## src/rtl/hafl_pkg.sv

```systemverilog
package hafl_pkg;
  // number of leading bytes that can take part in the address decision
  localparam int unsigned ADDR_BYTES = 2;

  typedef enum logic [1:0] {
    ST_IDLE  = 2'd0,  // waiting for a start marker
    ST_ADDR2 = 2'd1,  // first byte held, waiting for the second
    ST_PASS  = 2'd2,  // frame accepted, bytes stream through
    ST_DROP  = 2'd3   // frame rejected, bytes swallowed until the end
  } hafl_state_e;
endpackage

```

## src/rtl/hafl_match.sv

```systemverilog
module hafl_match #(
  parameter int BW = 8
) (
  input  logic          recog_en,
  input  logic          en1,
  input  logic          en2,
  input  logic          seven,
  input  logic [BW-1:0] ref1,
  input  logic [BW-1:0] ref2,
  input  logic [BW-1:0] b1,
  input  logic [BW-1:0] b2,
  input  logic          have_b2,
  output logic          accept,
  output logic          single,
  output logic          allcall1,
  output logic          allcall2
);
  import hafl_pkg::*;

  // field masks: the low bits carry the extension and command bits
  localparam logic [BW-1:0] MASK_SIX   = {{(BW-2){1'b1}}, 2'b00};
  localparam logic [BW-1:0] MASK_SEVEN = {{(BW-1){1'b1}}, 1'b0};

  function automatic logic field_hit(input logic [BW-1:0] rx,
                                     input logic [BW-1:0] rf,
                                     input logic [BW-1:0] m);
    return ((rx ^ rf) & m) == '0;
  endfunction

  function automatic logic field_all(input logic [BW-1:0] rx,
                                     input logic [BW-1:0] m);
    return (rx & m) == m;
  endfunction

  logic [BW-1:0] rx_v  [ADDR_BYTES];
  logic [BW-1:0] ref_v [ADDR_BYTES];
  logic [BW-1:0] msk_v [ADDR_BYTES];
  logic [ADDR_BYTES-1:0] en_v, hit_v, all_v, pass_v;

  assign single   = b1[0];
  assign rx_v[0]  = b1;
  assign rx_v[1]  = b2;
  assign ref_v[0] = ref1;
  assign ref_v[1] = ref2;
  assign en_v     = {en2, en1};
  // seven-bit first-byte compare only applies to one-byte addresses
  assign msk_v[0] = (single && seven) ? MASK_SEVEN : MASK_SIX;
  assign msk_v[1] = MASK_SEVEN;

  for (genvar gi = 0; gi < ADDR_BYTES; gi++) begin : g_byte
    assign hit_v[gi]  = field_hit(rx_v[gi], ref_v[gi], msk_v[gi]);
    assign all_v[gi]  = field_all(rx_v[gi], msk_v[gi]);
    assign pass_v[gi] = !en_v[gi] || hit_v[gi];
  end

  assign allcall1 = all_v[0];
  assign allcall2 = all_v[1];

  always_comb begin
    if (!recog_en)     accept = 1'b1;
    else if (single)   accept = all_v[0] || pass_v[0];
    else if (!have_b2) accept = 1'b0;
    else               accept = all_v[1] || (pass_v[0] && pass_v[1]);
  end
endmodule

```

## src/rtl/hafl_flow.sv

```systemverilog
module hafl_flow #(
  parameter int BW = 8
) (
  input  logic          clk,
  input  logic          rst_n,
  input  logic          in_valid,
  input  logic [BW-1:0] in_data,
  input  logic          in_sof,
  input  logic          in_eof,
  input  logic          accept,
  output logic [BW-1:0] cmp_b1,
  output logic [BW-1:0] cmp_b2,
  output logic          cmp_have_b2,
  output logic          decide,
  output logic          emit,
  output logic          in_pass,
  output logic          out_valid,
  output logic [BW-1:0] out_data,
  output logic          out_eof,
  output logic          dec_valid,
  output logic          dec_accept
);
  import hafl_pkg::*;

  hafl_state_e   state;
  logic          p_vld, p_eof;
  logic [BW-1:0] p_data;
  logic          start, second, emit_pend, emit_first;

  always_comb begin
    start       = in_valid && in_sof;
    second      = in_valid && !in_sof && (state == ST_ADDR2);
    decide      = (start && in_eof) || second;
    emit_pend   = (state == ST_PASS) && p_vld;
    emit_first  = second && accept;
    emit        = emit_pend || emit_first;
    in_pass     = (state == ST_PASS);
    cmp_b1      = start ? in_data : p_data;
    cmp_b2      = in_data;
    cmp_have_b2 = second;
  end

  always_ff @(posedge clk) begin
    if (!rst_n) begin
      state      <= ST_IDLE;
      p_vld      <= 1'b0;
      p_eof      <= 1'b0;
      p_data     <= '0;
      out_valid  <= 1'b0;
      out_data   <= '0;
      out_eof    <= 1'b0;
      dec_valid  <= 1'b0;
      dec_accept <= 1'b0;
    end else begin
      out_valid  <= emit;
      out_eof    <= emit && p_eof;
      if (emit) out_data <= p_data;
      dec_valid  <= decide;
      dec_accept <= decide && accept;

      if (start) begin
        p_data <= in_data;
        if (in_eof) begin
          p_vld <= accept;
          p_eof <= 1'b1;
          state <= accept ? ST_PASS : ST_IDLE;
        end else begin
          p_vld <= 1'b1;
          p_eof <= 1'b0;
          state <= ST_ADDR2;
        end
      end else if (second) begin
        if (accept) begin
          p_vld  <= 1'b1;
          p_data <= in_data;
          p_eof  <= in_eof;
          state  <= ST_PASS;
        end else begin
          p_vld <= 1'b0;
          p_eof <= 1'b0;
          state <= in_eof ? ST_IDLE : ST_DROP;
        end
      end else begin
        case (state)
          ST_PASS: begin
            if (p_vld && p_eof) begin
              p_vld <= 1'b0;
              p_eof <= 1'b0;
              state <= ST_IDLE;
            end else if (in_valid) begin
              p_vld  <= 1'b1;
              p_data <= in_data;
              p_eof  <= in_eof;
            end else begin
              p_vld <= 1'b0;
            end
          end
          ST_DROP: begin
            p_vld <= 1'b0;
            if (in_valid && in_eof) state <= ST_IDLE;
          end
          default: ;
        endcase
      end
    end
  end
endmodule

```

## src/rtl/hdlc_addr_filter.sv

```systemverilog
module hdlc_addr_filter #(
  parameter int BW = 8
) (
  input  logic          clk,
  input  logic          rst_n,
  input  logic          in_valid,
  input  logic [BW-1:0] in_data,
  input  logic          in_sof,
  input  logic          in_eof,
  input  logic          cfg_recog_en,
  input  logic          cfg_en1,
  input  logic          cfg_en2,
  input  logic          cfg_seven,
  input  logic [BW-1:0] cfg_addr1,
  input  logic [BW-1:0] cfg_addr2,
  output logic          out_valid,
  output logic [BW-1:0] out_data,
  output logic          out_eof,
  output logic          dec_valid,
  output logic          dec_accept
);
  // named internal events, brought out for the checker
  logic [BW-1:0] w_b1, w_b2;
  logic          w_have_b2, w_accept, w_single, w_allcall1, w_allcall2;
  logic          w_decide, w_emit, w_pass;

  hafl_match #(.BW(BW)) u_match (
    .recog_en (cfg_recog_en),
    .en1      (cfg_en1),
    .en2      (cfg_en2),
    .seven    (cfg_seven),
    .ref1     (cfg_addr1),
    .ref2     (cfg_addr2),
    .b1       (w_b1),
    .b2       (w_b2),
    .have_b2  (w_have_b2),
    .accept   (w_accept),
    .single   (w_single),
    .allcall1 (w_allcall1),
    .allcall2 (w_allcall2)
  );

  hafl_flow #(.BW(BW)) u_flow (
    .clk         (clk),
    .rst_n       (rst_n),
    .in_valid    (in_valid),
    .in_data     (in_data),
    .in_sof      (in_sof),
    .in_eof      (in_eof),
    .accept      (w_accept),
    .cmp_b1      (w_b1),
    .cmp_b2      (w_b2),
    .cmp_have_b2 (w_have_b2),
    .decide      (w_decide),
    .emit        (w_emit),
    .in_pass     (w_pass),
    .out_valid   (out_valid),
    .out_data    (out_data),
    .out_eof     (out_eof),
    .dec_valid   (dec_valid),
    .dec_accept  (dec_accept)
  );
endmodule

```

## config.mk

```make
export PLATFORM = sky130hd
export DESIGN_NAME = hdlc_addr_filter
export DESIGN_NICKNAME = d
export VERILOG_FILES = /design/src/rtl/hafl_pkg.sv /design/src/rtl/hafl_match.sv /design/src/rtl/hafl_flow.sv /design/src/rtl/hdlc_addr_filter.sv
export SDC_FILE = /design/constraint.sdc
export NUM_CORES = 1
export LEC_CHECK = 0
export CAP_MARGIN = 25
export CORE_MARGIN = 5
export CORE_UTILIZATION = 42
export DETAILED_ROUTE_END_ITERATION = 8
export PLACE_DENSITY = 0.72
export REMOVE_ABC_BUFFERS = 1
export SYNTH_ARGS = -nofsm -noshare
export SYNTH_HDL_FRONTEND = slang
export SYNTH_SLANG_ARGS = --single-unit
```

## constraint.sdc

```tcl
create_clock -name clk -period 4.5 [get_ports clk]
set_input_delay 0.45 -clock clk [delete_from_list [all_inputs] [get_ports clk]]
set_output_delay 0.45 -clock clk [all_outputs]
set_load 0.02 [all_outputs]
```

==> results of run 1 <==
[metal layers]
metal / track usage [%] / wire length [um] / part of all wire [%]
met1: 22.7 / 1910 / 47
met2: 24.5 / 1750 / 43
met3: 5.40 / 336 / 8.3
met4: 3.76 / 42 / 1.0
met5: 0 / 0 / 0
[kinds of logic (layout without fill, tap and decap cells)]
family / after synthesis / in the layout / share of synthesized area, %
compound gates: 42 / 42 / 22.8
xor+xnor: 12 / 12 / 6.53
buf+inv: 17 / 55 / 5.75
flops: 24 / 24 / 29.8
mux: 18 / 18 / 11.5
simple gates: 72 / 72 / 23.6
[placed cells by master, fill, tap and decap left out, types with 2 or more instances in the layout]
master,count
nand2b_1,7
clkdlybuf4s50_1,42
clkbuf_8,3
o21ai_0,10
nor4_1,3
and3b_1,2
nand2_1,33
nor2_1,4
and2_1,2
o31ai_1,2
nor3_1,3
xor2_1,4
nor2b_1,5
dfxtp_1,24
xnor2_1,8
mux2i_1,17
o21a_1,2
inv_1,10
nand4_1,3
o221ai_1,2
a21oi_1,4
[how the worst max path moves through the flow]
stage	end	startpoint	slack, ps	cells after the start
floorplan	u_flow.out_eof	in_valid	2150	7
global placement	u_flow.out_eof	in_sof	1010	8
detailed placement	u_flow.out_eof	in_sof	980	8
CTS	u_flow.out_eof	in_sof	1260	8
global route	u_flow.out_data[5]	in_sof	1120	8
finish	u_flow.out_eof	in_sof	1280	8
[per-stage QoR]
step	area, um^2	hold slack, ps
CTS	2080	471
global placement	2040	448
detailed placement	2040	452
floorplan	1560	466
finish	2080	464
global route	2080	486
[state kept, by name, indices dropped and copies added, names as in the netlist]
signal             cells
u_flow.out_data        8
u_flow.p_data          8
u_flow.state           2
u_flow.dec_accept      1
u_flow.dec_valid       1
u_flow.out_eof         1
u_flow.out_valid       1
u_flow.p_eof           1
u_flow.p_vld           1
[worst max-delay path, stage by stage]
cell	delay, ps
clkdlybuf4s50_1	750
and2_1	410
mux2_4	250
and4b_4	270
o41ai_4	80
o32a_1	360
o21ai_2	550
and3b_1	250
[power by group]
group / total, mW / internal [mW] / leakage [nW] / switching [mW]
Combinational: 0.112 / 0.0567 / 0.651 / 0.0553
Clock: 0.128 / 0.0599 / 0.0216 / 0.0677
Sequential: 0.225 / 0.219 / 0.195 / 0.00606
[final cells by class]
type | count | area share (%)
clock buffers | 3 | 1.99
inverters | 10 | 1.81
multi-input cells | 144 | 49.9
flip-flops and latches | 24 | 23.1
well taps | 48 | 2.89
repair buffers | 42 | 20.2
==> impl_metrics.yaml, run 1 <==
worst_setup_path:
  cp-end-kind: "register"
  crit_required_ps: 4660
  critPathKind: "in2reg"
  r2r-end: "u_flow.out_eof"
  cp-start-kind: "input port"
  worstPathMaxFanout: 12
  r2r_slack_ps: 2110
  r2r_cells: 7
  critPathArrivalTime_ps: 3390
  rr_startpoint: "u_flow.p_data[5]"
sta:
  worstMarginPinSlew_ps: 1030
  period_share_pct: 71.6
  setup_ws_ps: 1280
  slew_headroom_pct: 31.1
  fin_skew_ps: 6.30
  report.final.slew_viol_count: 0
  hold_viol_final: 0
  finalSetupViolations: 0
  timing.final.crit_period_ps: 3220
  fin_tns_setup_ps: 0
  fmax_mhz: 310
  rsz0062_at_grt: "no"
power_and_ir_drop:
  ir_worst_vdd_uv: 156
  power_density_nw_per_um2: 224
  power_uw: 465
  p_leak_nw: 0.868
cts:
  cts_buffers: 3
  cts.sinks: 24
  cts_hold_buf: 0
  clock_path_buffers: 2
  post-cts-setup-buffers: 0
  h-tree-depth: 1
  clkSlewWorstSetupHoldPaths_ps: 80
  clockRootBuffer: "clkbuf_8"
  insertion_delay_ps: 270
  ctsResizeCount: 0
  cts_tree: "built"
drt:
  drt_iter0_drc: 91
  postRouteAntennaNets: 0
  drt_pass1_iterations: 4
  num_vias: 1503
  drc: 0
  vias_per_cell: 5.55
  wl_per_cell_um: 14.9
  wl_mm: 4.04
synth:
  synth_largest_area_cell: "dfxtp_1"
  syn_area_um2: 1610
  synth_area_per_cell_um2: 8.70
  synthTopCellsByCount: "nand2_1 (33), dfxtp_1 (24), mux2i_1 (17), inv_1 (10), o21ai_0 (10)"
  synth_cell_types: 56
  synth_seq_cells: 24
  synth.most_common_cell: "nand2_1"
  synth_edf_count: 0
  yosysSeqAreaShare_pct: 29.8
  postSynth.asyncResetShare_pct: 0
  synth_area_leaders: "dfxtp_1 (30%), mux2i_1 (11%), nand2_1 (7.7%), xnor2_1 (4.4%), o21ai_0 (3.1%)"
  yosysTopAreaCellShare_pct: 29.8
  ys.flop_type: "dfxtp_1"
  yosys_warnings: 0
  synth_cells: 185
final_layout:
  fillCellCount: 348
  multi_input_area_um2: 1040
  drive_gt1_share_pct: 7.62
  seqCellArea_um2: 480
  finalNonFillerCells: 271
  num_antenna_cells: 0
  area_delta_synth_final_pct: 29.0
  nets: 258
  fin_util_pct: 56.3
die:
  die_area_um2: 5170
  fp.dieH_um: 71.9
  rows: 22
  start_util_pct: 43.7
  chipWidth_um: 71.9
  core-area_um2: 3690
  pin_count: 45
grt:
  gr-total-overflow: 0
  antenna_found_initial: 0
  grt_pass1_wl_mm: 6.82
  grt_max_degree: 32
  grtUsageTotal_pct: 16.3
  grt_pass1_vias: 1408
placement:
  dp_slack_ps: 982
  port_buffers: 42
  dp_hpwl_mm: 3.17
  gp_congestion: 0.868
  dpl.cell_count: 268
worst_hold_path:
  whs_path_depth: 2
  hp-class: "reg2reg"
  hp-start: "u_flow.out_data[7]"
  worstHoldEndpoint: "u_flow.out_data[7]"
outcome:
  status: "complete, no violations"
run:
  maxCapViolCount: 0
No activity file was read; power rests on OpenSTA's default activity.
==> run 2, diff against run 1 <==
- PLACE_DENSITY: 0.72 -> 0.74
- clock period: 4.5 -> 2.95 ns (I/O delays scaled with it)
==> run 2 against run 1 <==
  * Core utilization grew 2.3 points
  * First-iteration DRC count shrank 7.7%
  * Sequential cell count is the same
  * Via count grew 0.47%
  * Clock power grew 49%
  * Clock skew is essentially flat
  * Routed wire length grew 0.84%
  * Sequential share of layout area shrank 0.91 points
  * Largest cell class unchanged
==> impl_metrics.yaml, run 2 (synthesis results as in run 1) <==
worst_setup_path:
  worstPathMaxFanout: 9
  cp_slowest_cell: "clkdlybuf4s50_1"
  slowest_delay_ps: 530
  cp-end-kind: "register"
  critPathArrivalTime_ps: 2610
  cp-start-kind: "input port"
  critPathLaunch: "in_valid"
  r2r_slack_ps: 800
  crit_chain: "clkdlybuf4s50_1 > buf_4 > nand2_4 > a2111oi_4 > a22oi_2 > o41ai_4 > o22a_2 > nor2_2 > o311a_1"
  critPathKind: "in2reg"
  crit_required_ps: 3100
  rr_startpoint: "u_flow.p_data[1]"
drt:
  dr_wl_met2_mm: 1.82
  route.met3.wl_um: 183
  wl_mm: 4.07
  drc: 0
  drt_pass1_iterations: 4
  drt_iter0_drc: 84
  highest_layer: "met4"
  postRouteAntennaNets: 0
  num_vias: 1510
  wl_met1_mm: 2.02
  wl_per_cell_um: 14.6
  vias_per_cell: 5.41
cts:
  post-cts-setup-buffers: 0
  ctsResizeCount: 0
  h-tree-depth: 1
  cts_tree: "built"
  clock_path_buffers: 2
  insertion_delay_ps: 270
  cts.sinks: 24
  clkSlewWorstSetupHoldPaths_ps: 80
  cts_hold_buf: 0
  cts_buffers: 3
  clockRootBuffer: "clkbuf_8"
sta:
  fin_tns_setup_ps: 0
  fin_skew_ps: 6.06
  hold_viol_final: 0
  period_share_pct: 83.2
  timing.final.crit_period_ps: 2450
  rsz0062_at_grt: "no"
  slew_headroom_pct: 34.1
  report.final.slew_viol_count: 0
  finalSetupViolations: 0
  worst_hold_slack_ps: 461
  worstMarginPinSlew_ps: 986
  fmax_mhz: 407
die:
  start_util_pct: 43.7
  pin_count: 45
  die_area_um2: 5170
  core-area_um2: 3690
  chipWidth_um: 71.9
  rows: 22
  fp.dieH_um: 71.9
final_layout:
  finalNonFillerCells: 279
  area_delta_synth_final_pct: 34.3
  final_area_um2: 2160
  final_cell_mix: "clkdlybuf4s50_1 (42), nand2_1 (33), dfxtp_1 (24), mux2i_1 (17)"
  fin_util_pct: 58.6
  drive_gt1_share_pct: 10.8
  reg.largest.list: "u_flow.out_data: 8 flops, u_flow.p_data: 8 flops, u_flow.state: 2 flops"
  final_common_cell: "clkdlybuf4s50_1"
  nets: 266
  num_antenna_cells: 0
grt:
  antenna_found_initial: 0
  gr-total-overflow: 0
  grtUsageTotal_pct: 15.9
  grt_pass1_wl_mm: 6.61
  grt_max_degree: 32
  grt_pass1_vias: 1435
placement:
  dpl.cell_count: 276
  placed_area_um2: 2120
  dp_hpwl_mm: 3.25
  gp_congestion: 0.836
  port_buffers: 42
power_and_ir_drop:
  power_density_nw_per_um2: 331
  p_leak_nw: 0.918
  ir_worst_vdd_uv: 242
worst_hold_path:
  hp-class: "reg2reg"
  hp-start: "u_flow.out_data[5]"
run:
  maxCapViolCount: 0
outcome:
  status: "complete, no violations"
[run 2: changes by cell type in the layout (fill, tap and decap cells not counted), sizes merged]
cell and change:
buf +8
[run 2: metal layers]
layer / track usage [%] / vias up
met5: 0 / -
met4: 5.22 / 0
met3: 2.91 / 4
met2: 23.6 / 35
met1: 23.1 / 710
li1: - / 761
[run 2: where the power goes]
group	switching [mW]	total, mW	internal [mW]
registers	0.00922	0.343	0.334
logic	0.0853	0.181	0.0952
clock network	0.100	0.191	0.0913
[run 2: critical path: cells and delay by family]
family                 cells  cell delay [ps]
AO/OA/AOI/OAI              5             1440
AND/OR/NAND/NOR            2              140
buffers and inverters      2              730
[run 2: final timing paths]
path | to | cells after the start
min reg2reg | u_flow.out_data[5] | 2
max | u_flow.state[0] | 9
min | u_flow.out_data[5] | 2
max reg2reg | u_flow.out_eof | 8
[run 2: layout make-up]
type	count	area (um^2)
Clock buffer	3	41.3
Inverter	10	37.5
Sequential cell	24	480
Fill cell	370	1530
Timing Repair Buffer	50	505
Multi-Input combinational cell	144	1040
Tap cell	48	60.1
[run 2: through the flow]
stage / worst slack, ps / power (mW)
3_5_place_dp: 238 / 0.530
6_report: 495 / 0.715
3_3_place_gp: 232 / 0.528
4_1_cts: 509 / 0.718
2_1_floorplan: 755 / 0.438
5_1_grt: 385 / 0.746
